`src/rtl/irq_entry_pkg.sv`:
```
package irq_entry_pkg;
    localparam int PC_W   = 16;
    localparam int BANK_W = 8;
    localparam int DATA_W = 8;
    localparam int ADDR_W = BANK_W + PC_W;
    localparam int MCLK_W = 4;

    localparam logic [DATA_W-1:0] BRK_MASK = 8'h10;
    localparam logic [DATA_W-1:0] IRQ_MASK = 8'h04;
    localparam logic [DATA_W-1:0] DEC_MASK = 8'h08;

    typedef enum logic [3:0] {
        S_IDLE   = 4'd0,
        S_DUMMY  = 4'd1,
        S_IO     = 4'd2,
        S_PUSH_B = 4'd3,
        S_PUSH_H = 4'd4,
        S_PUSH_L = 4'd5,
        S_PUSH_P = 4'd6,
        S_VEC_L  = 4'd7,
        S_VEC_H  = 4'd8,
        S_DONE   = 4'd9
    } seq_state_e;

    // encoding is {vda, vpa}
    typedef enum logic [1:0] {
        K_INTERNAL = 2'b00,
        K_PROGRAM  = 2'b01,
        K_DATA     = 2'b10,
        K_OPCODE   = 2'b11
    } bus_kind_e;

    typedef struct packed {
        seq_state_e          state;
        logic                emu;
        logic [BANK_W-1:0]   pbank;
        logic [PC_W-1:0]     pc;
        logic [DATA_W-1:0]   psr;
        logic [PC_W-1:0]     sp;
        logic [PC_W-1:0]     vec;
        logic [DATA_W-1:0]   vlo;
    } seq_ctx_t;
endpackage

```
`src/rtl/irq_entry_stack.sv`:
```
module irq_entry_stack #(
    parameter int              W    = 16,
    parameter logic [W/2-1:0]  PAGE = 'h01
) (
    input  logic         emu_cur,
    input  logic [W-1:0] sp_cur,
    input  logic         emu_new,
    input  logic [W-1:0] sp_new,
    output logic [W-1:0] sp_dec,
    output logic [W-1:0] sp_entry
);
    localparam int HALF = W / 2;

    logic [HALF-1:0] low_dec;

    always_comb begin
        low_dec  = sp_cur[HALF-1:0] - 1'b1;
        sp_dec   = emu_cur ? {PAGE, low_dec} : (sp_cur - 1'b1);
        sp_entry = emu_new ? {PAGE, sp_new[HALF-1:0]} : sp_new;
    end
endmodule

```
`src/rtl/irq_entry_cost.sv`:
```
module irq_entry_cost #(
    parameter int               PC_W     = 16,
    parameter int               MCLK_W   = 4,
    parameter int               IO_CLK   = 6,
    parameter int               FAST_CLK = 6,
    parameter int               SLOW_CLK = 8,
    parameter logic [PC_W-1:0]  FAST_LO  = 16'h2000,
    parameter logic [PC_W-1:0]  FAST_HI  = 16'h5FFF
) (
    input  logic              internal,
    input  logic              high_bank,
    input  logic [PC_W-1:0]   off,
    output logic [MCLK_W-1:0] mclk
);
    localparam logic [MCLK_W-1:0] IO_V   = MCLK_W'(IO_CLK);
    localparam logic [MCLK_W-1:0] FAST_V = MCLK_W'(FAST_CLK);
    localparam logic [MCLK_W-1:0] SLOW_V = MCLK_W'(SLOW_CLK);

    logic in_window;

    always_comb begin
        in_window = !high_bank && (off >= FAST_LO) && (off <= FAST_HI);
        if (internal)       mclk = IO_V;
        else if (in_window) mclk = FAST_V;
        else                mclk = SLOW_V;
    end
endmodule

```
`src/rtl/irq_entry_bus.sv`:
```
module irq_entry_bus
    import irq_entry_pkg::*;
(
    input  seq_state_e         state,
    input  logic               emu,
    input  logic [BANK_W-1:0]  pbank,
    input  logic [PC_W-1:0]    pc,
    input  logic [DATA_W-1:0]  psr,
    input  logic [PC_W-1:0]    sp,
    input  logic [PC_W-1:0]    vec,
    output logic [BANK_W-1:0]  bank,
    output logic [PC_W-1:0]    off,
    output logic [DATA_W-1:0]  dout,
    output logic               rwb,
    output bus_kind_e          kind
);
    logic [DATA_W-1:0] psr_stacked;

    always_comb begin
        psr_stacked = emu ? (psr & ~BRK_MASK) : psr;
        bank = pbank;
        off  = pc;
        dout = '0;
        rwb  = 1'b1;
        kind = K_INTERNAL;
        unique case (state)
            S_DUMMY: kind = K_PROGRAM;
            S_IO:    kind = K_INTERNAL;
            S_PUSH_B, S_PUSH_H, S_PUSH_L, S_PUSH_P: begin
                bank = '0;
                off  = sp;
                rwb  = 1'b0;
                kind = K_DATA;
                case (state)
                    S_PUSH_B: dout = pbank;
                    S_PUSH_H: dout = pc[PC_W-1:DATA_W];
                    S_PUSH_L: dout = pc[DATA_W-1:0];
                    default:  dout = psr_stacked;
                endcase
            end
            S_VEC_L: begin
                bank = '0;
                off  = vec;
                kind = K_DATA;
            end
            S_VEC_H: begin
                bank = '0;
                off  = vec + 1'b1;
                kind = K_DATA;
            end
            default: kind = K_INTERNAL;
        endcase
    end
endmodule

```
`src/rtl/irq_entry_fsm.sv`:
```
module irq_entry_fsm
    import irq_entry_pkg::*;
(
    input  logic               clk,
    input  logic               rst_n,
    input  logic               start_i,
    input  logic               emu_i,
    input  logic [BANK_W-1:0]  pbank_i,
    input  logic [PC_W-1:0]    pc_i,
    input  logic [DATA_W-1:0]  psr_i,
    input  logic [PC_W-1:0]    sp_entry,
    input  logic [PC_W-1:0]    vec_i,
    input  logic [DATA_W-1:0]  din_i,
    input  logic [PC_W-1:0]    sp_dec,
    output seq_state_e         state,
    output logic               emu,
    output logic [BANK_W-1:0]  pbank,
    output logic [PC_W-1:0]    pc,
    output logic [DATA_W-1:0]  psr,
    output logic [PC_W-1:0]    sp,
    output logic [PC_W-1:0]    vec
);
    seq_ctx_t ctx_d, ctx_q;

    always_comb begin
        ctx_d = ctx_q;
        unique case (ctx_q.state)
            S_IDLE: if (start_i) begin
                ctx_d.state = S_DUMMY;
                ctx_d.emu   = emu_i;
                ctx_d.pbank = pbank_i;
                ctx_d.pc    = pc_i;
                ctx_d.psr   = psr_i;
                ctx_d.sp    = sp_entry;
                ctx_d.vec   = vec_i;
            end
            S_DUMMY: ctx_d.state = S_IO;
            S_IO:    ctx_d.state = ctx_q.emu ? S_PUSH_H : S_PUSH_B;
            S_PUSH_B: begin
                ctx_d.state = S_PUSH_H;
                ctx_d.sp    = sp_dec;
            end
            S_PUSH_H: begin
                ctx_d.state = S_PUSH_L;
                ctx_d.sp    = sp_dec;
            end
            S_PUSH_L: begin
                ctx_d.state = S_PUSH_P;
                ctx_d.sp    = sp_dec;
            end
            S_PUSH_P: begin
                ctx_d.state = S_VEC_L;
                ctx_d.sp    = sp_dec;
            end
            S_VEC_L: begin
                ctx_d.state = S_VEC_H;
                ctx_d.vlo   = din_i;
                ctx_d.pbank = '0;
                ctx_d.psr   = (ctx_q.psr | IRQ_MASK) & ~DEC_MASK;
            end
            S_VEC_H: begin
                ctx_d.state = S_DONE;
                ctx_d.pc    = {din_i, ctx_q.vlo};
            end
            default: ctx_d.state = S_IDLE;
        endcase
    end

    always_ff @(posedge clk or negedge rst_n) begin
        if (!rst_n) begin
            ctx_q <= '{state: S_IDLE, default: '0};
        end else begin
            ctx_q <= ctx_d;
        end
    end

    assign state = ctx_q.state;
    assign emu   = ctx_q.emu;
    assign pbank = ctx_q.pbank;
    assign pc    = ctx_q.pc;
    assign psr   = ctx_q.psr;
    assign sp    = ctx_q.sp;
    assign vec   = ctx_q.vec;

    // a sequence opens only from idle
    p_open_from_idle_r9: assert property (@(posedge clk) disable iff (!rst_n)
        (ctx_q.state != S_IDLE) |=> (ctx_q.state != S_DUMMY));

    // bank and flags already updated during the second vector read
    p_flags_r7: assert property (@(posedge clk) disable iff (!rst_n)
        (ctx_q.state == S_VEC_H) |-> (ctx_q.pbank == '0 && ctx_q.psr[2] && !ctx_q.psr[3]));

    // every native push lowers SP by one
    p_sp_step_r10: assert property (@(posedge clk) disable iff (!rst_n)
        (ctx_q.state inside {S_PUSH_B, S_PUSH_H, S_PUSH_L, S_PUSH_P} && !ctx_q.emu)
        |=> (ctx_q.sp == $past(ctx_q.sp) - 16'd1));

    // emulation stack never leaves page one
    p_page_one_r4: assert property (@(posedge clk) disable iff (!rst_n)
        (ctx_q.state != S_IDLE && ctx_q.emu) |-> (ctx_q.sp[PC_W-1:DATA_W] == 8'h01));
endmodule

```
`src/rtl/irq_entry_seq.sv`:
```
module irq_entry_seq
    import irq_entry_pkg::*;
#(
    parameter int              IO_CLK   = 6,
    parameter int              FAST_CLK = 6,
    parameter int              SLOW_CLK = 8,
    parameter logic [15:0]     FAST_LO  = 16'h2000,
    parameter logic [15:0]     FAST_HI  = 16'h5FFF,
    parameter int              HIGH_BIT = 6
) (
    input  logic               clk,
    input  logic               rst_n,
    input  logic               start_i,
    input  logic               emu_i,
    input  logic [7:0]         pbank_i,
    input  logic [15:0]        pc_i,
    input  logic [7:0]         psr_i,
    input  logic [15:0]        sp_i,
    input  logic [15:0]        vec_i,
    input  logic [7:0]         din_i,
    output logic [23:0]        addr_o,
    output logic [7:0]         dout_o,
    output logic               rwb_o,
    output logic               vda_o,
    output logic               vpa_o,
    output logic [3:0]         mclk_o,
    output logic               busy_o,
    output logic               done_o,
    output logic [15:0]        pc_o,
    output logic [7:0]         pbank_o,
    output logic [7:0]         psr_o,
    output logic [15:0]        sp_o
);
    seq_state_e         state;
    logic               emu;
    logic [BANK_W-1:0]  pbank, bus_bank;
    logic [PC_W-1:0]    pc, sp, vec, sp_dec, sp_entry, bus_off;
    logic [DATA_W-1:0]  psr;
    bus_kind_e          kind;

    irq_entry_stack #(.W(PC_W), .PAGE(8'h01)) u_stack (
        .emu_cur (emu),
        .sp_cur  (sp),
        .emu_new (emu_i),
        .sp_new  (sp_i),
        .sp_dec  (sp_dec),
        .sp_entry(sp_entry)
    );

    irq_entry_fsm u_fsm (
        .clk     (clk),
        .rst_n   (rst_n),
        .start_i (start_i),
        .emu_i   (emu_i),
        .pbank_i (pbank_i),
        .pc_i    (pc_i),
        .psr_i   (psr_i),
        .sp_entry(sp_entry),
        .vec_i   (vec_i),
        .din_i   (din_i),
        .sp_dec  (sp_dec),
        .state   (state),
        .emu     (emu),
        .pbank   (pbank),
        .pc      (pc),
        .psr     (psr),
        .sp      (sp),
        .vec     (vec)
    );

    irq_entry_bus u_bus (
        .state(state),
        .emu  (emu),
        .pbank(pbank),
        .pc   (pc),
        .psr  (psr),
        .sp   (sp),
        .vec  (vec),
        .bank (bus_bank),
        .off  (bus_off),
        .dout (dout_o),
        .rwb  (rwb_o),
        .kind (kind)
    );

    irq_entry_cost #(
        .PC_W    (PC_W),
        .MCLK_W  (MCLK_W),
        .IO_CLK  (IO_CLK),
        .FAST_CLK(FAST_CLK),
        .SLOW_CLK(SLOW_CLK),
        .FAST_LO (FAST_LO),
        .FAST_HI (FAST_HI)
    ) u_cost (
        .internal (kind == K_INTERNAL),
        .high_bank(bus_bank[HIGH_BIT]),
        .off      (bus_off),
        .mclk     (mclk_o)
    );

    assign addr_o  = {bus_bank, bus_off};
    assign vda_o   = kind[1];
    assign vpa_o   = kind[0];
    assign busy_o  = (state != S_IDLE);
    assign done_o  = (state == S_DONE);
    assign pc_o    = pc;
    assign pbank_o = pbank;
    assign psr_o   = psr;
    assign sp_o    = sp;

    // writes only as data accesses
    p_write_is_data_r3: assert property (@(posedge clk) disable iff (!rst_n)
        !rwb_o |-> (vda_o && !vpa_o));

    // completion is a single-cycle pulse
    p_done_pulse_r6: assert property (@(posedge clk) disable iff (!rst_n)
        done_o |=> !done_o);

    // internal cycles cost the I/O length
    p_io_cost_r8: assert property (@(posedge clk) disable iff (!rst_n)
        (busy_o && !vda_o && !vpa_o) |-> (mclk_o == 4'(IO_CLK)));

    // idle bus is a quiet read
    p_idle_quiet_r1: assert property (@(posedge clk) disable iff (!rst_n)
        !busy_o |-> (rwb_o && !vda_o && !vpa_o && !done_o));
endmodule

```
`config.mk`:
```
export PLATFORM = sky130hd
export DESIGN_NAME = irq_entry_seq
export DESIGN_NICKNAME = d
export VERILOG_FILES = /design/src/rtl/irq_entry_pkg.sv /design/src/rtl/irq_entry_stack.sv /design/src/rtl/irq_entry_cost.sv /design/src/rtl/irq_entry_bus.sv /design/src/rtl/irq_entry_fsm.sv /design/src/rtl/irq_entry_seq.sv
export SDC_FILE = /design/constraint.sdc
export NUM_CORES = 1
export LEC_CHECK = 0
export ABC_AREA = 1
export BUFFER_PORTS_ARGS = -buffer_cell sky130_fd_sc_hd__buf_2
export CORE_ASPECT_RATIO = 1.25
export CORE_MARGIN = 10
export CORE_UTILIZATION = 55
export CTS_CLUSTER_DIAMETER = 30
export CTS_CLUSTER_SIZE = 10
export DETAILED_ROUTE_END_ITERATION = 7
export PLACE_DENSITY = 0.85
export RECOVER_POWER = 100
export SKIP_LAST_GASP = 1
export SYNTH_ARGS = -nofsm -noshare
export SYNTH_HDL_FRONTEND = slang
export SYNTH_HIERARCHICAL = 1
export SYNTH_SLANG_ARGS = --single-unit
```
`constraint.sdc`:
```
create_clock -name clk -period 4.3 [get_ports clk]
set_input_delay 0.43 -clock clk [delete_from_list [all_inputs] [get_ports clk]]
set_output_delay 0.43 -clock clk [all_outputs]
set_load 0.02 [all_outputs]
```
# Word-level counts from Yosys, hierarchy flattened
# Cells that the tools add are included.
# totals
input_bits	76
reg_bits	77
output_inout_bits	89
word_cells	59
# classes
add_sub_neg	3
eq_ne	10
mux	18
n_reduce_logical	16
n_bitwise	1
n_lt_le_gt_ge	2
# ops
op	count
$mux W69	1
$pmux W16 S2	2
$pmux W16 S3	1
$pmux W4 S9	1
$mux W16	2
$pmux W8 S2	2
$pmux W8 S3	1
$add A16 B1 Y16 const B	1
$eq A4 B3 Y1 const B	4
$ge A16 B14 Y1 const B	1
$le A16 B15 Y1 const B	1
$mux W8	2
$sub A16 B1 Y16 const B	1
$eq A4 B2 Y1 const B	2
$eq A4 B4 Y1 const B	2
$mux W4	2
$reduce_and A2 Y1	4
$sub A8 B1 Y8 const B	1
$reduce_bool A2 Y1	3
$reduce_or A6 Y1	1
$mux W5	1
$eq A4 B1 Y1 const B	1
$logic_not A4 Y1	1
$pmux W2 S2	1
other kinds (10)	11

# Depth between registers and ports, before layout
# Gate-level depths: netlist (run 1).
# depth
depth_word	8
ltp_mapped	15
ltp_nobuf	13

# Hierarchy
# The synthesis (run 1) kept the hierarchy.
# modules_own_cells
module	n_inst	area_per_inst_um2	cells_each	seq_area_each_um2
irq_entry_fsm	1	3998.8	501	1926.8
irq_entry_bus	1	1144.8	251	0.0
irq_entry_stack	1	521.8	110	0.0
irq_entry_cost	1	63.8	12	0.0
irq_entry_seq	1	33.8	9	0.0

# Worst setup path before layout (run 1)
# Ideal clock, no wire load.
# synth_timing
kind	reg-to-output
start	reg u_fsm.ctx_q (netlist bit u_fsm/state[1])
end	out mclk_o[2]
stages_incl_launch_ff	12
required_time_ns	3.870
slack_ns	1.766
arrival_ns	2.104
cell_sequence	dfrtp_1 buf_4 nor2_1 nand3_1 nand3_2 buf_4 nor2_1 a21oi_1 nor2_2 nand3_2 nand2_2 buf_4
# synth_via
word_cells_on_any_way	20
# synth_lines
item	line	text
from (decl)	irq_entry_fsm.sv:23	seq_ctx_t ctx_d, ctx_q;
from (signal assigned)	irq_entry_fsm.sv:73	ctx_q <= ctx_d;
$eq A4 B3 Y1 (tied with other cells)	irq_entry_bus.sv:26	unique case (state)
$reduce_or A6 Y1 (no source line)	-	
$pmux W2 S2 (*)	irq_entry_bus.sv:26	
named net vda_o	irq_entry_seq.sv:24	output logic vda_o,
$logic_not A2 Y1 (*)	irq_entry_seq.sv:95	.internal (kind == K_INTERNAL),
$mux W4 (*)	irq_entry_cost.sv:23	if (internal) mclk = IO_V;
to (decl)	irq_entry_seq.sv:26	output logic [3:0] mclk_o,
# Mark *: on every way through the listed nets, which the timed path passes. The rest lies on a longest branch.

# Final worst setup path (run 1)
# layout_timing
start	reg u_fsm.ctx_q (netlist bit u_fsm/state[1])
end	out mclk_o[2]
# layout_via
elab_chain_len	8
word_cells_on_any_way	20
# layout_lines
item	line	text
$eq A4 B3 Y1 (tied with other cells)	irq_entry_bus.sv:26	
$reduce_or A4 Y1 (no source line) / $reduce_or A6 Y1 (equally long branches)	-	
$pmux W16 S3 / $mux W8 (equally long branches)	irq_entry_bus.sv:26	
$ge A16 B14 Y1 / $logic_not A1 Y1 (equally long branches)	irq_entry_cost.sv:22	in_window = !high_bank && (off >= FAST_LO) && (off <= FAST_HI);
$logic_and A1 B1 Y1 (2 in a row)	irq_entry_cost.sv:22	
$mux W4	irq_entry_cost.sv:24	else if (in_window) mclk = FAST_V;
$mux W4 (*)	irq_entry_cost.sv:23	
# Every way passes the cells marked *; elsewhere a longest branch is shown, timed or not.

==> results of run 1 <==
state kept, by name (all words and copies together), names as in the netlist:
| register | cells |
|---|---|
| u_fsm/vec | 16 |
| u_fsm/ctx_q | 8 |
| u_fsm/pbank | 8 |
| u_fsm/sp | 16 |
| u_fsm/state | 4 |
| u_fsm/emu | 1 |
| u_fsm/pc | 16 |
| u_fsm/psr | 8 |
through the flow:
stage	std cells	power (mW)	hold WS, ns
after floorplan	883	4.38	0.134
after global placement	1069	5.00	0.454
after detailed placement	1069	5.05	0.459
after CTS	1084	5.82	0.278
after global routing	1084	6.19	0.287
final	1084	5.68	0.279
power by group:
part	total (mW)	internal [mW]	leakage, nW	switching (mW)
Combinational	3.32	0.960	2.16	2.36
Clock	0.755	0.446	0.138	0.309
Sequential	1.61	1.08	0.963	0.537
worst max-delay path, delay by kind of cell, from the launching register on:
kind | cells | cell delay (ns)
simple gates | 8 | 1.28
buf+inv | 3 | 0.72
flops | 1 | 0.63
worst min path at each step:
stage              startpoint              to  slack [ns]  cells after the start
2_1_floorplan           rst_n  u_fsm/ctx_q[0]        0.13                      0
3_3_place_gp   u_fsm/ctx_q[2]  u_fsm/ctx_q[2]        0.45                      2
3_5_place_dp   u_fsm/ctx_q[5]  u_fsm/ctx_q[5]        0.46                      2
4_1_cts              vec_i[8]    u_fsm/vec[8]        0.28                      3
5_1_grt             vec_i[12]   u_fsm/vec[12]        0.29                      3
6_report            vec_i[12]   u_fsm/vec[12]        0.28                      3
area by class of cell:
type | count | area [um2] | share of cell area (%)
clock buffer | 9 | 225 | 3.66
inverter | 87 | 329 | 5.35
sequential | 77 | 1930 | 31.3
timing repair buffer | 165 | 726 | 11.8
clock inverter | 6 | 63.8 | 1.04
tap | 129 | 161 | 2.62
multi-input combinational | 611 | 2720 | 44.2
layout by cell type, fill, tap and decap left out, types with 2 or more instances in the layout:
| cell type | count |
|---|---|
| buf_2 | 81 |
| nand3_2 | 3 |
| or2_2 | 2 |
| nand4_1 | 6 |
| nor2_1 | 82 |
| o21ai_0 | 13 |
| clkbuf_1 | 82 |
| nor2_4 | 3 |
| a21oi_1 | 17 |
| inv_2 | 4 |
| nand2_2 | 10 |
| o21bai_1 | 3 |
| o211ai_1 | 2 |
| a22oi_1 | 4 |
| clkbuf_16 | 9 |
| nand3_1 | 136 |
| clkinvlp_4 | 2 |
| nand2_1 | 306 |
| clkinv_2 | 2 |
| xor2_1 | 3 |
| dfrtp_1 | 77 |
| ha_1 | 2 |
| o2111ai_1 | 5 |
| nor2_2 | 5 |
| inv_1 | 82 |
layer usage:
layer / share of wire, % / vias up / track usage, %
met3: 7.6 / 37 / 6.02
li1: - / 2838 / -
met1: 41 / 2672 / 27.3
met4: 3.0 / 0 / 11.2
met2: 48 / 270 / 38.1
met5: 0 / - / 0
cells in the mapped netlist:
cell	instances
nor4_1	1
buf_6	4
nor2_2	4
nor3b_1	1
buf_2	12
a22oi_1	4
dfrtp_1	77
xnor2_1	1
nand4_1	6
conb_1	1
buf_4	84
nor2_1	83
nand3_2	4
inv_1	80
nand3_1	135
nor3_1	1
nand3b_1	1
inv_4	1
o21bai_1	3
a21oi_1	17
o2111ai_1	5
buf_1	1
ha_1	2
or2_2	2
nand2_2	13
inv_2	6
nor3_2	1
o211ai_1	2
nand2_4	2
o22ai_1	1
clkbuf_1	7
nor2_4	3
xor2_1	3
o21ai_0	13
nand2_1	302
logic make-up after synthesis:
| logic type | share of synthesized area (%) |
|---|---|
| AND/OR/NAND/NOR | 41.8 |
| AO/OA/AOI/OAI | 4.65 |
| flip-flops | 33.4 |
| buffers and inverters | 19.0 |
| adder cells (fa/ha/maj) | 0.434 |
| other | 0.0651 |
| XOR/XNOR | 0.608 |
==> summary.md, run 1 <==
| Metric | Value |
|---|---|
| Slowest cell on crit path | `dfrtp_1` |
| Vias in the first global route | `5,849` |
| CTS resizes | `0` |
| CP Capture Type | `output port` |
| Final design utilization | `60.6%` |
| Final Hold Fails | `0` |
| Max stage delay on crit path | `0.63 ns` |
| Hold Crit Class | `input pin to flip-flop` |
| # fillers | `1,034` |
| Yosys cell types | `35` |
| Crit Path Category | `flip-flop to output port` |
| Reg2Reg Launch Point | `u_fsm/state[1]` |
| N_diodes | `0` |
| LEAKAGE | `between 3 and 4 nW` |
| CTS clk-pin slew, worst paths | `approximately 0.060 ns` |
| Core outline area | `10,200 um2` |
| Worst reg2reg path depth | `7` |
| Post-synthesis sequential area ratio | `33.4%` |
| Htree depth | `3` |
| Final setup fails | `0` |
| RSZ-0062 raised after global routing | `no` |
| Remaining Overflow, GRT | `0` |
| Drt initial violations | `slightly above 500` |
| Reg2Reg Setup Slack | `around 0.9 ns` |
| Synthesized cell area | `a little under 6000 um2` |
| P&R area growth vs syn | `6.82%` |
| Yosys warning count | `6` |
| CTS tree | `done` |
| Final antenna-violating net count | `0` |
| Fin. max-slew vios | `180` |
| Status | `finished with violations` |
| Synthesized netlist cell count | `883` |
| Max_slew headroom | `-49.6%` |
| Max IR drop VDD | `0.478 mV` |
| Hold Buf Count CTS | `0` |
| GRT Total Usage | `23.1%` |
| Placer Congestion | `just over 0.9` |
| Longest Clk Path Bufs | `2` |
| Crit-path max FO | `15` |
| DR WL/cell | `16.1 um` |
| Critical Path Start | `u_fsm/state[1]` |
| First-pass GRT wire length | `28.6 mm` |
| Slew @ Worst Pin | `2.24 ns` |
| Largest net degree at the start of global routing | `78` |
| Worst skew pair latency | `0.34 ns` |
| Syn_area_per_cell | `around 6.5 um2` |
| TritonCTS buffer count | `9` |
| Clock sinks | `77` |
| Fin worst setup slack | `0.896 ns` |
| Crit path cell chain | `nor2_1 -> nand3_1 -> nand3_1 -> inv_1 -> nand2_1 -> nand3_1 -> inv_1 -> nand2_1 -> nand3_2 -> nand2_1 -> buf_2` |
| Yosys top cell area share | `33.4%` |
| Vias per inst | `5.37` |
| Initial antenna violation count | `0` |
| CP Launch Type | `flip-flop` |
| First-pass DRT Iterations | `5` |
| Placed inst area | `about 6000 um2` |
| Post-CTS setup buffers | `0` |
| Chip height | `134 um` |
| Area contributors post-synth | `dfrtp_1 (33%), nand2_1 (20%), nand3_1 (12%), buf_4 (11%), nor2_1 (5.4%)` |
| Setup TNS | `0 ns` |
| Required @ worst endpoint | `3.87 ns` |
| Pwr/cell area | `923 nW/um2` |
| FF-to-FF End | `u_fsm/sp[4]` |
| CP endpoint | `mclk_o[2]` |
| Synthesized flop and latch total | `77` |
| Clock root cell | `clkbuf_16` |
| Die width | `approximately 110 um` |
| Post-Route WL | `17.5 mm` |
| Fraction of layout cells with a size suffix above 1 | `13.4%` |
| Die area | `15,000 um2` |
| Largest area contributor in the netlist | `dfrtp_1` |
| DP Worst Slack | `1.68 ns` |
| WP data arrival | `2.97 ns` |
| Fin crit share | `79.2%` |
| Port buffer count | `163` |
| Nets | `1,029` |
| DRC Markers | `0` |
| Initial Util | `56.7%` |
| Worst Skew | `0.00714 ns` |
| Minimum clock period | `3.40 ns` |
| Failing checks | `max-capacitance violations, max-slew violations` |
| Post-route cell area | `6160 um2` |
| Max Freq | `between 0.2 and 0.3 GHz` |
| Max-cap violations | `3` |
| Synthesized Nets | `961` |
| Io pins | `165` |
| Vias | `5,817` |
| Detailed placer's ending HPWL | `approximately 13 mm` |
| FP Rows | `41` |
Power figures use the tool's default switching activity.
==> inputs of run 2 (changes only) <==
--- a/config.mk
+++ b/config.mk
@@ -9,11 +9,11 @@
 export BUFFER_PORTS_ARGS = -buffer_cell sky130_fd_sc_hd__buf_2
 export CORE_ASPECT_RATIO = 1.25
 export CORE_MARGIN = 10
-export CORE_UTILIZATION = 55
+export CORE_UTILIZATION = 48
 export CTS_CLUSTER_DIAMETER = 30
 export CTS_CLUSTER_SIZE = 10
 export DETAILED_ROUTE_END_ITERATION = 7
-export PLACE_DENSITY = 0.85
+export PLACE_DENSITY = 0.79
 export RECOVER_POWER = 100
 export SKIP_LAST_GASP = 1
 export SYNTH_ARGS = -nofsm -noshare
==> constraint.sdc (replaced) <==
create_clock -name clk -period 2.8 [get_ports clk]
set_input_delay 0.28 -clock clk [delete_from_list [all_inputs] [get_ports clk]]
set_output_delay 0.28 -clock clk [all_outputs]
set_load 0.02 [all_outputs]
==> run 2 against run 1 <==
  * The run still ends with max-capacitance violations, max-slew violations left
  * Sequential cell count did not move
  * Routed wire length is 2.5% higher
  * Critical path depth rose by 1
  * Critical path type unchanged
==> summary.md, run 2 (synthesized netlist as in run 1, its figures left out) <==
| Metric | Value |
|---|---|
| Reg2Reg Launch Point | `u_fsm/state[0]` |
| Most common cell after layout, fill and taps aside | `nand2_1` |
| P&R area growth vs syn | `8.40%` |
| Crit path cell chain | `nand2_2 -> inv_1 -> nand2_2 -> nand3_4 -> inv_2 -> nand2_1 -> nand3_1 -> inv_1 -> nand2_1 -> nand3_2 -> nand2_2 -> clkbuf_2` |
| Final Hold Fails | `0` |
| Fin crit share | `93.3%` |
| Setup TNS | `0 ns` |
| # fillers | `between 1,000 and 1,500` |
| DRC Markers | `0` |
| Pwr/cell area | `1410 nW/um2` |
| Io pins | `165` |
| Die width | `118 um` |
| Worst skew pair latency | `0.34 ns` |
| M1 WL | `about 7.3 mm` |
| Worst hold endpoint | `u_fsm/vec[12]` |
| Clock root cell | `clkbuf_16` |
| Htree depth | `3` |
| Top Layer Used | `met4` |
| Port buffer count | `approximately 160` |
| Max stage delay on crit path | `0.49 ns` |
| Clk pwr share | `12.6%` |
| Max Freq | `0.383 GHz` |
| Hold path depth | `3` |
| Status | `finished with violations` |
| Switching part of the total power | `57.0%` |
| FP Rows | `44` |
| N_diodes | `0` |
| TritonCTS buffer count | `9` |
| Failing checks | `max-capacitance violations, max-slew violations` |
| Vias | `5,879` |
| Post-Route WL | `17.9 mm` |
| Most frequent CP cell | `nand2_2` |
| Max-cap violations | `1` |
| Core outline area | `11,700 um2` |
| Crit-path max FO | `15` |
| CTS clk-pin slew, worst paths | `0.07 ns` |
| Net Switching | `5.01 mW` |
| Slowest cell on crit path | `dfrtp_1` |
| Max_slew headroom | `-27.5%` |
| Slew @ Worst Pin | `1.91 ns` |
| Reg2Reg Setup Slack | `0.25 ns` |
| Power share of the combinational group | `58.9%` |
| Remaining Overflow, GRT | `0` |
| Nets | `roughly 1,000` |
| Worst Skew | `~0.0078 ns` |
| Clock sinks | `77` |
| Fin Hold WS | `0.127 ns` |
| Hold Crit Class | `input pin to flip-flop` |
| GRT Total Usage | `about 21%` |
| Required @ worst endpoint | `about 2.5 ns` |
| CTS tree | `done` |
| Commonest non-fill, non-tap cells in the layout | `nand2_1 (304), nand3_1 (135), nor2_1 (83), buf_2 (82)` |
| Placer Congestion | `0.914` |
| WP data arrival | `~2.3 ns` |
| Int Pwr | `3.77 mW` |
| RSZ-0062 raised after global routing | `no` |
| DR WL/cell | `16.0 um` |
| Met2 wire length | `~9 mm` |
| Crit Path Category | `flip-flop to output port` |
| Vias per inst | `5.25` |
| Initial Util | `49.4%` |
| Minimum clock period | `2.61 ns` |
| Post-CTS setup buffers | `0` |
| CP Launch Type | `flip-flop` |
| Max IR drop VDD | `0.640 mV` |
| Die area | `16,800 um2` |
| CP Capture Type | `output port` |
| Final setup fails | `0` |
| Vias in the first global route | `5,618` |
| Flip-flop and latch area | `1930 um2` |
| Largest net degree at the start of global routing | `78` |
| Worst reg2reg path depth | `6` |
| Metal3 WL | `approximately 1.4 mm` |
| Fin. max-slew vios | `roughly 80` |
| Worst Hold Launch | `vec_i[12]` |
| Initial antenna violation count | `0` |
| Flop pwr share | `28.5%` |
| Fraction of layout cells with a size suffix above 1 | `between 10 and 15%` |
| Longest Clk Path Bufs | `2` |
| FF-to-FF End | `u_fsm/sp[4]` |
| First-pass GRT wire length | `28.4 mm` |
| LEAKAGE | `3.27 nW` |
| Final antenna-violating net count | `0` |
| Chip height | `roughly 140 um` |
| Drt initial violations | `419` |
| Multi-input gate area | `2740 um2` |
| Detailed placer's ending HPWL | `between 10 and 15 mm` |
| First-pass DRT Iterations | `5` |
run 2: routing by layer:
metal | vias up | GRT usage, %
met5 | - | 0
met4 | 0 | 6.98
met3 | 24 | 5.72
met2 | 265 | 36.4
met1 | 2745 | 23.8
li1 | 2845 | -
run 2: timing repair:
item,in CTS,in global routing
setup endpoints to repair,3,3
hold buffers,0,0
gates resized for setup,2,4
run 2: area by class of cell:
| type | instances | area share (%) |
|---|---|---|
| multi-input cells | 611 | 43.8 |
| flip-flops and latches | 77 | 30.9 |
| repair buffers | 168 | 12.2 |
| inverters | 87 | 5.33 |
| clock buffers | 9 | 3.61 |
| well taps | 161 | 3.22 |
| clock inverters | 7 | 0.901 |
run 2: how the worst max path moves through the flow:
| stage | startpoint | endpoint | cells past startpoint |
|---|---|---|---|
| global placement | u_fsm/state[1] | mclk_o[3] | 12 |
| detailed placement | u_fsm/state[1] | mclk_o[2] | 11 |
| CTS | u_fsm/state[2] | mclk_o[2] | 11 |
| finish | u_fsm/state[0] | mclk_o[2] | 12 |
| floorplan | u_fsm/state[1] | mclk_o[2] | 11 |
| global route | u_fsm/state[0] | mclk_o[2] | 11 |
run 2: critical path, delay by kind of cell (launching register included):
family,cells,cell delay [ns]
and+or+nand+nor,8,0.95
DFF,1,0.49
buffers and inverters,4,0.55
run 2: per-stage QoR:
stage	cell area, um2	instances	setup slack [ns]	power, mW	utilization [%]
floorplan	5760	883	0.416	6.72	-
global placement	6070	1104	0.396	7.74	52.0
detailed placement	6070	1104	0.320	7.81	52.0
CTS	6360	1120	0.0937	8.97	54.5
global route	6250	1120	0.0131	9.53	53.5
finish	6250	1120	0.188	8.78	53.5
run 2: power by group through the flow:
stage                     registers, mW  logic [mW]  clock network (mW)
after floorplan                    1.91        4.81                   0
after CTS                          2.48        5.37                1.12
final                              2.50        5.17                1.11
after global routing               2.58        5.76                1.19
after global placement             2.49        5.25                   0
after detailed placement           2.49        5.33                   0
==> inputs of run 3 (changes only) <==
--- a/config.mk
+++ b/config.mk
@@ -9,11 +9,11 @@
 export BUFFER_PORTS_ARGS = -buffer_cell sky130_fd_sc_hd__buf_2
 export CORE_ASPECT_RATIO = 1.25
 export CORE_MARGIN = 10
-export CORE_UTILIZATION = 48
+export CORE_UTILIZATION = 53
 export CTS_CLUSTER_DIAMETER = 30
 export CTS_CLUSTER_SIZE = 10
 export DETAILED_ROUTE_END_ITERATION = 7
-export PLACE_DENSITY = 0.79
+export PLACE_DENSITY = 0.82
 export RECOVER_POWER = 100
 export SKIP_LAST_GASP = 1
 export SYNTH_ARGS = -nofsm -noshare
==> constraint.sdc (replaced) <==
create_clock -name clk -period 3 [get_ports clk]
set_input_delay 0.3 -clock clk [delete_from_list [all_inputs] [get_ports clk]]
set_output_delay 0.3 -clock clk [all_outputs]
set_load 0.05 [all_outputs]
==> run 3 against run 2 <==
  * The run still ends with max-capacitance violations, max-slew violations left
  * Via count shrank 1.4%
  * Setup slack gained 0.055 ns
  * Sequential share of layout area grew 0.20 points
  * Critical path depth shrank 1
  * Non-clock buffer count is the same
  * Clock skew shrank 0.00081 ns
  * Global-route usage grew 1.7 points
  * Routed wire length shrank 0.86%
  * Hold slack gained 0.021 ns
  * Highest routed layer unchanged
==> summary.md, run 3 (synthesized netlist as in run 1, its figures left out) <==
| Metric | Value |
|---|---|
| Htree depth | `3` |
| Longest Clk Path Bufs | `2` |
| Detailed placer's ending HPWL | `13.7 mm` |
| Nets | `1,032` |
| Vias per inst | `5.32` |
| Clock sinks | `77` |
| Post-CTS setup buffers | `0` |
| Minimum clock period | `~2.8 ns` |
| Failing checks | `max-capacitance violations, max-slew violations` |
| CP Launch Type | `flip-flop` |
| TritonCTS buffer count | `9` |
| Initial Util | `54.3%` |
| Crit-path max FO | `15` |
| Max_slew headroom | `-30.7%` |
| Core outline area | `10,600 um2` |
| Crit Path Category | `flip-flop to output port` |
| Max-cap violations | `1` |
| First-pass GRT wire length | `28.3 mm` |
| DRC Markers | `0` |
| Hold Crit Class | `input pin to flip-flop` |
| Max Freq | `0.363 GHz` |
| Post-Route WL | `17.8 mm` |
| DR WL/cell | `16.3 um` |
| N_diodes | `0` |
| Final setup fails | `0` |
| P&R area growth vs syn | `7.58%` |
| Remaining Overflow, GRT | `0` |
| Vias in the first global route | `5,700` |
| CTS resizes | `0` |
| Die area | `15,500 um2` |
| Final antenna-violating net count | `0` |
| Port buffer count | `163` |
| Fin. max-slew vios | `between 70 and 80` |
| RSZ-0062 raised after global routing | `no` |
| Commonest non-fill, non-tap cells in the layout | `nand2_1 (306), nand3_1 (135), nor2_1 (83), inv_1 (80), buf_2 (77)` |
| FF-to-FF End | `u_fsm/sp[5]` |
| Placer Congestion | `0.948` |
| Fin worst setup slack | `0.243 ns` |
| Io pins | `165` |
| Largest net degree at the start of global routing | `78` |
| WP data arrival | `2.46 ns` |
| Initial antenna violation count | `0` |
| Reg2Reg Launch Point | `u_fsm/state[1]` |
| Worst hold endpoint | `u_fsm/vec[13]` |
| Drt initial violations | `456` |
| GRT Total Usage | `22.4%` |
| Hold Buf Count CTS | `0` |
| First-pass DRT Iterations | `5` |
| Reg2Reg Setup Slack | `0.32 ns` |
| Die width | `between 100 and 150 um` |
| Fraction of layout cells with a size suffix above 1 | `14.8%` |
| Slew @ Worst Pin | `1.96 ns` |
| Hold path depth | `3` |
| FP Rows | `42` |
| Fin crit share | `about nine tenths` |
| Final Hold Fails | `0` |
| Worst reg2reg path depth | `9` |
| CTS tree | `done` |
| Setup TNS | `0 ns` |
| Chip height | `137 um` |
| Worst skew pair latency | `0.35 ns` |
| Status | `finished with violations` |
| Worst Hold Launch | `vec_i[13]` |
| CP Capture Type | `output port` |
| Worst Skew | `0.00702 ns` |
| Most common cell after layout, fill and taps aside | `nand2_1` |
| Vias | `roughly 5,800` |
| DP Worst Slack | `0.464 ns` |
| Clock root cell | `clkbuf_16` |
| Required @ worst endpoint | `2.70 ns` |
| CTS clk-pin slew, worst paths | `about 0.06 ns` |
## run 3: cell type report
| cell class | count | area, um2 |
|---|---|---|
| sequential | 77 | 1930 |
| fill | 1096 | 4420 |
| clock buffer | 10 | 239 |
| inverter | 87 | 329 |
| clock inverter | 6 | 47.5 |
| timing repair buffer | 168 | 748 |
| multi-input combinational | 611 | 2740 |
| tap | 132 | 165 |
## run 3: worst max-delay path, cell delays in order (launching register included)
cell	delay (ns)
dfrtp_1	0.53
inv_1	0.10
nand3_1	0.27
nand3_4	0.25
inv_4	0.21
nand2_1	0.07
nand3_1	0.13
inv_1	0.05
nand2_1	0.07
nand3_2	0.06
nand2_2	0.09
clkbuf_2	0.29
## run 3: per-stage QoR
stage	hold WS [ns]	area (um2)	std cells	utilization (%)
final	0.148	6200	1091	58.4
after global routing	0.158	6200	1091	58.4
after CTS	0.142	6320	1091	59.6
after detailed placement	0.459	6040	1075	56.9
after global placement	0.456	6040	1075	56.9
after floorplan	0.00441	5770	883	-
## run 3: worst max-delay path by stage
| stage | startpoint | slack [ns] | depth (start not counted) | endpoint |
|---|---|---|---|---|
| floorplan | u_fsm/state[1] | 0.18 | 11 | mclk_o[3] |
| global placement | u_fsm/state[2] | 0.55 | 11 | mclk_o[2] |
| detailed placement | u_fsm/state[2] | 0.46 | 11 | mclk_o[2] |
| CTS | u_fsm/state[2] | 0.1 | 11 | mclk_o[2] |
| global route | u_fsm/state[1] | 0.05 | 9 | u_fsm/sp[5] |
| finish | u_fsm/state[2] | 0.24 | 11 | mclk_o[2] |
## run 3: metal layers
metal	up-vias	GRT usage, %	part of all wire, %
met5	-	0	0
met4	0	8.47	2.0
met3	24	7.27	9.7
met2	284	37.4	48
met1	2652	26.2	40
li1	2839	-	-
Power of run 3 is not shown: default switching activity piles up to over one toggle a cycle in this logic, so the estimate is an artifact.
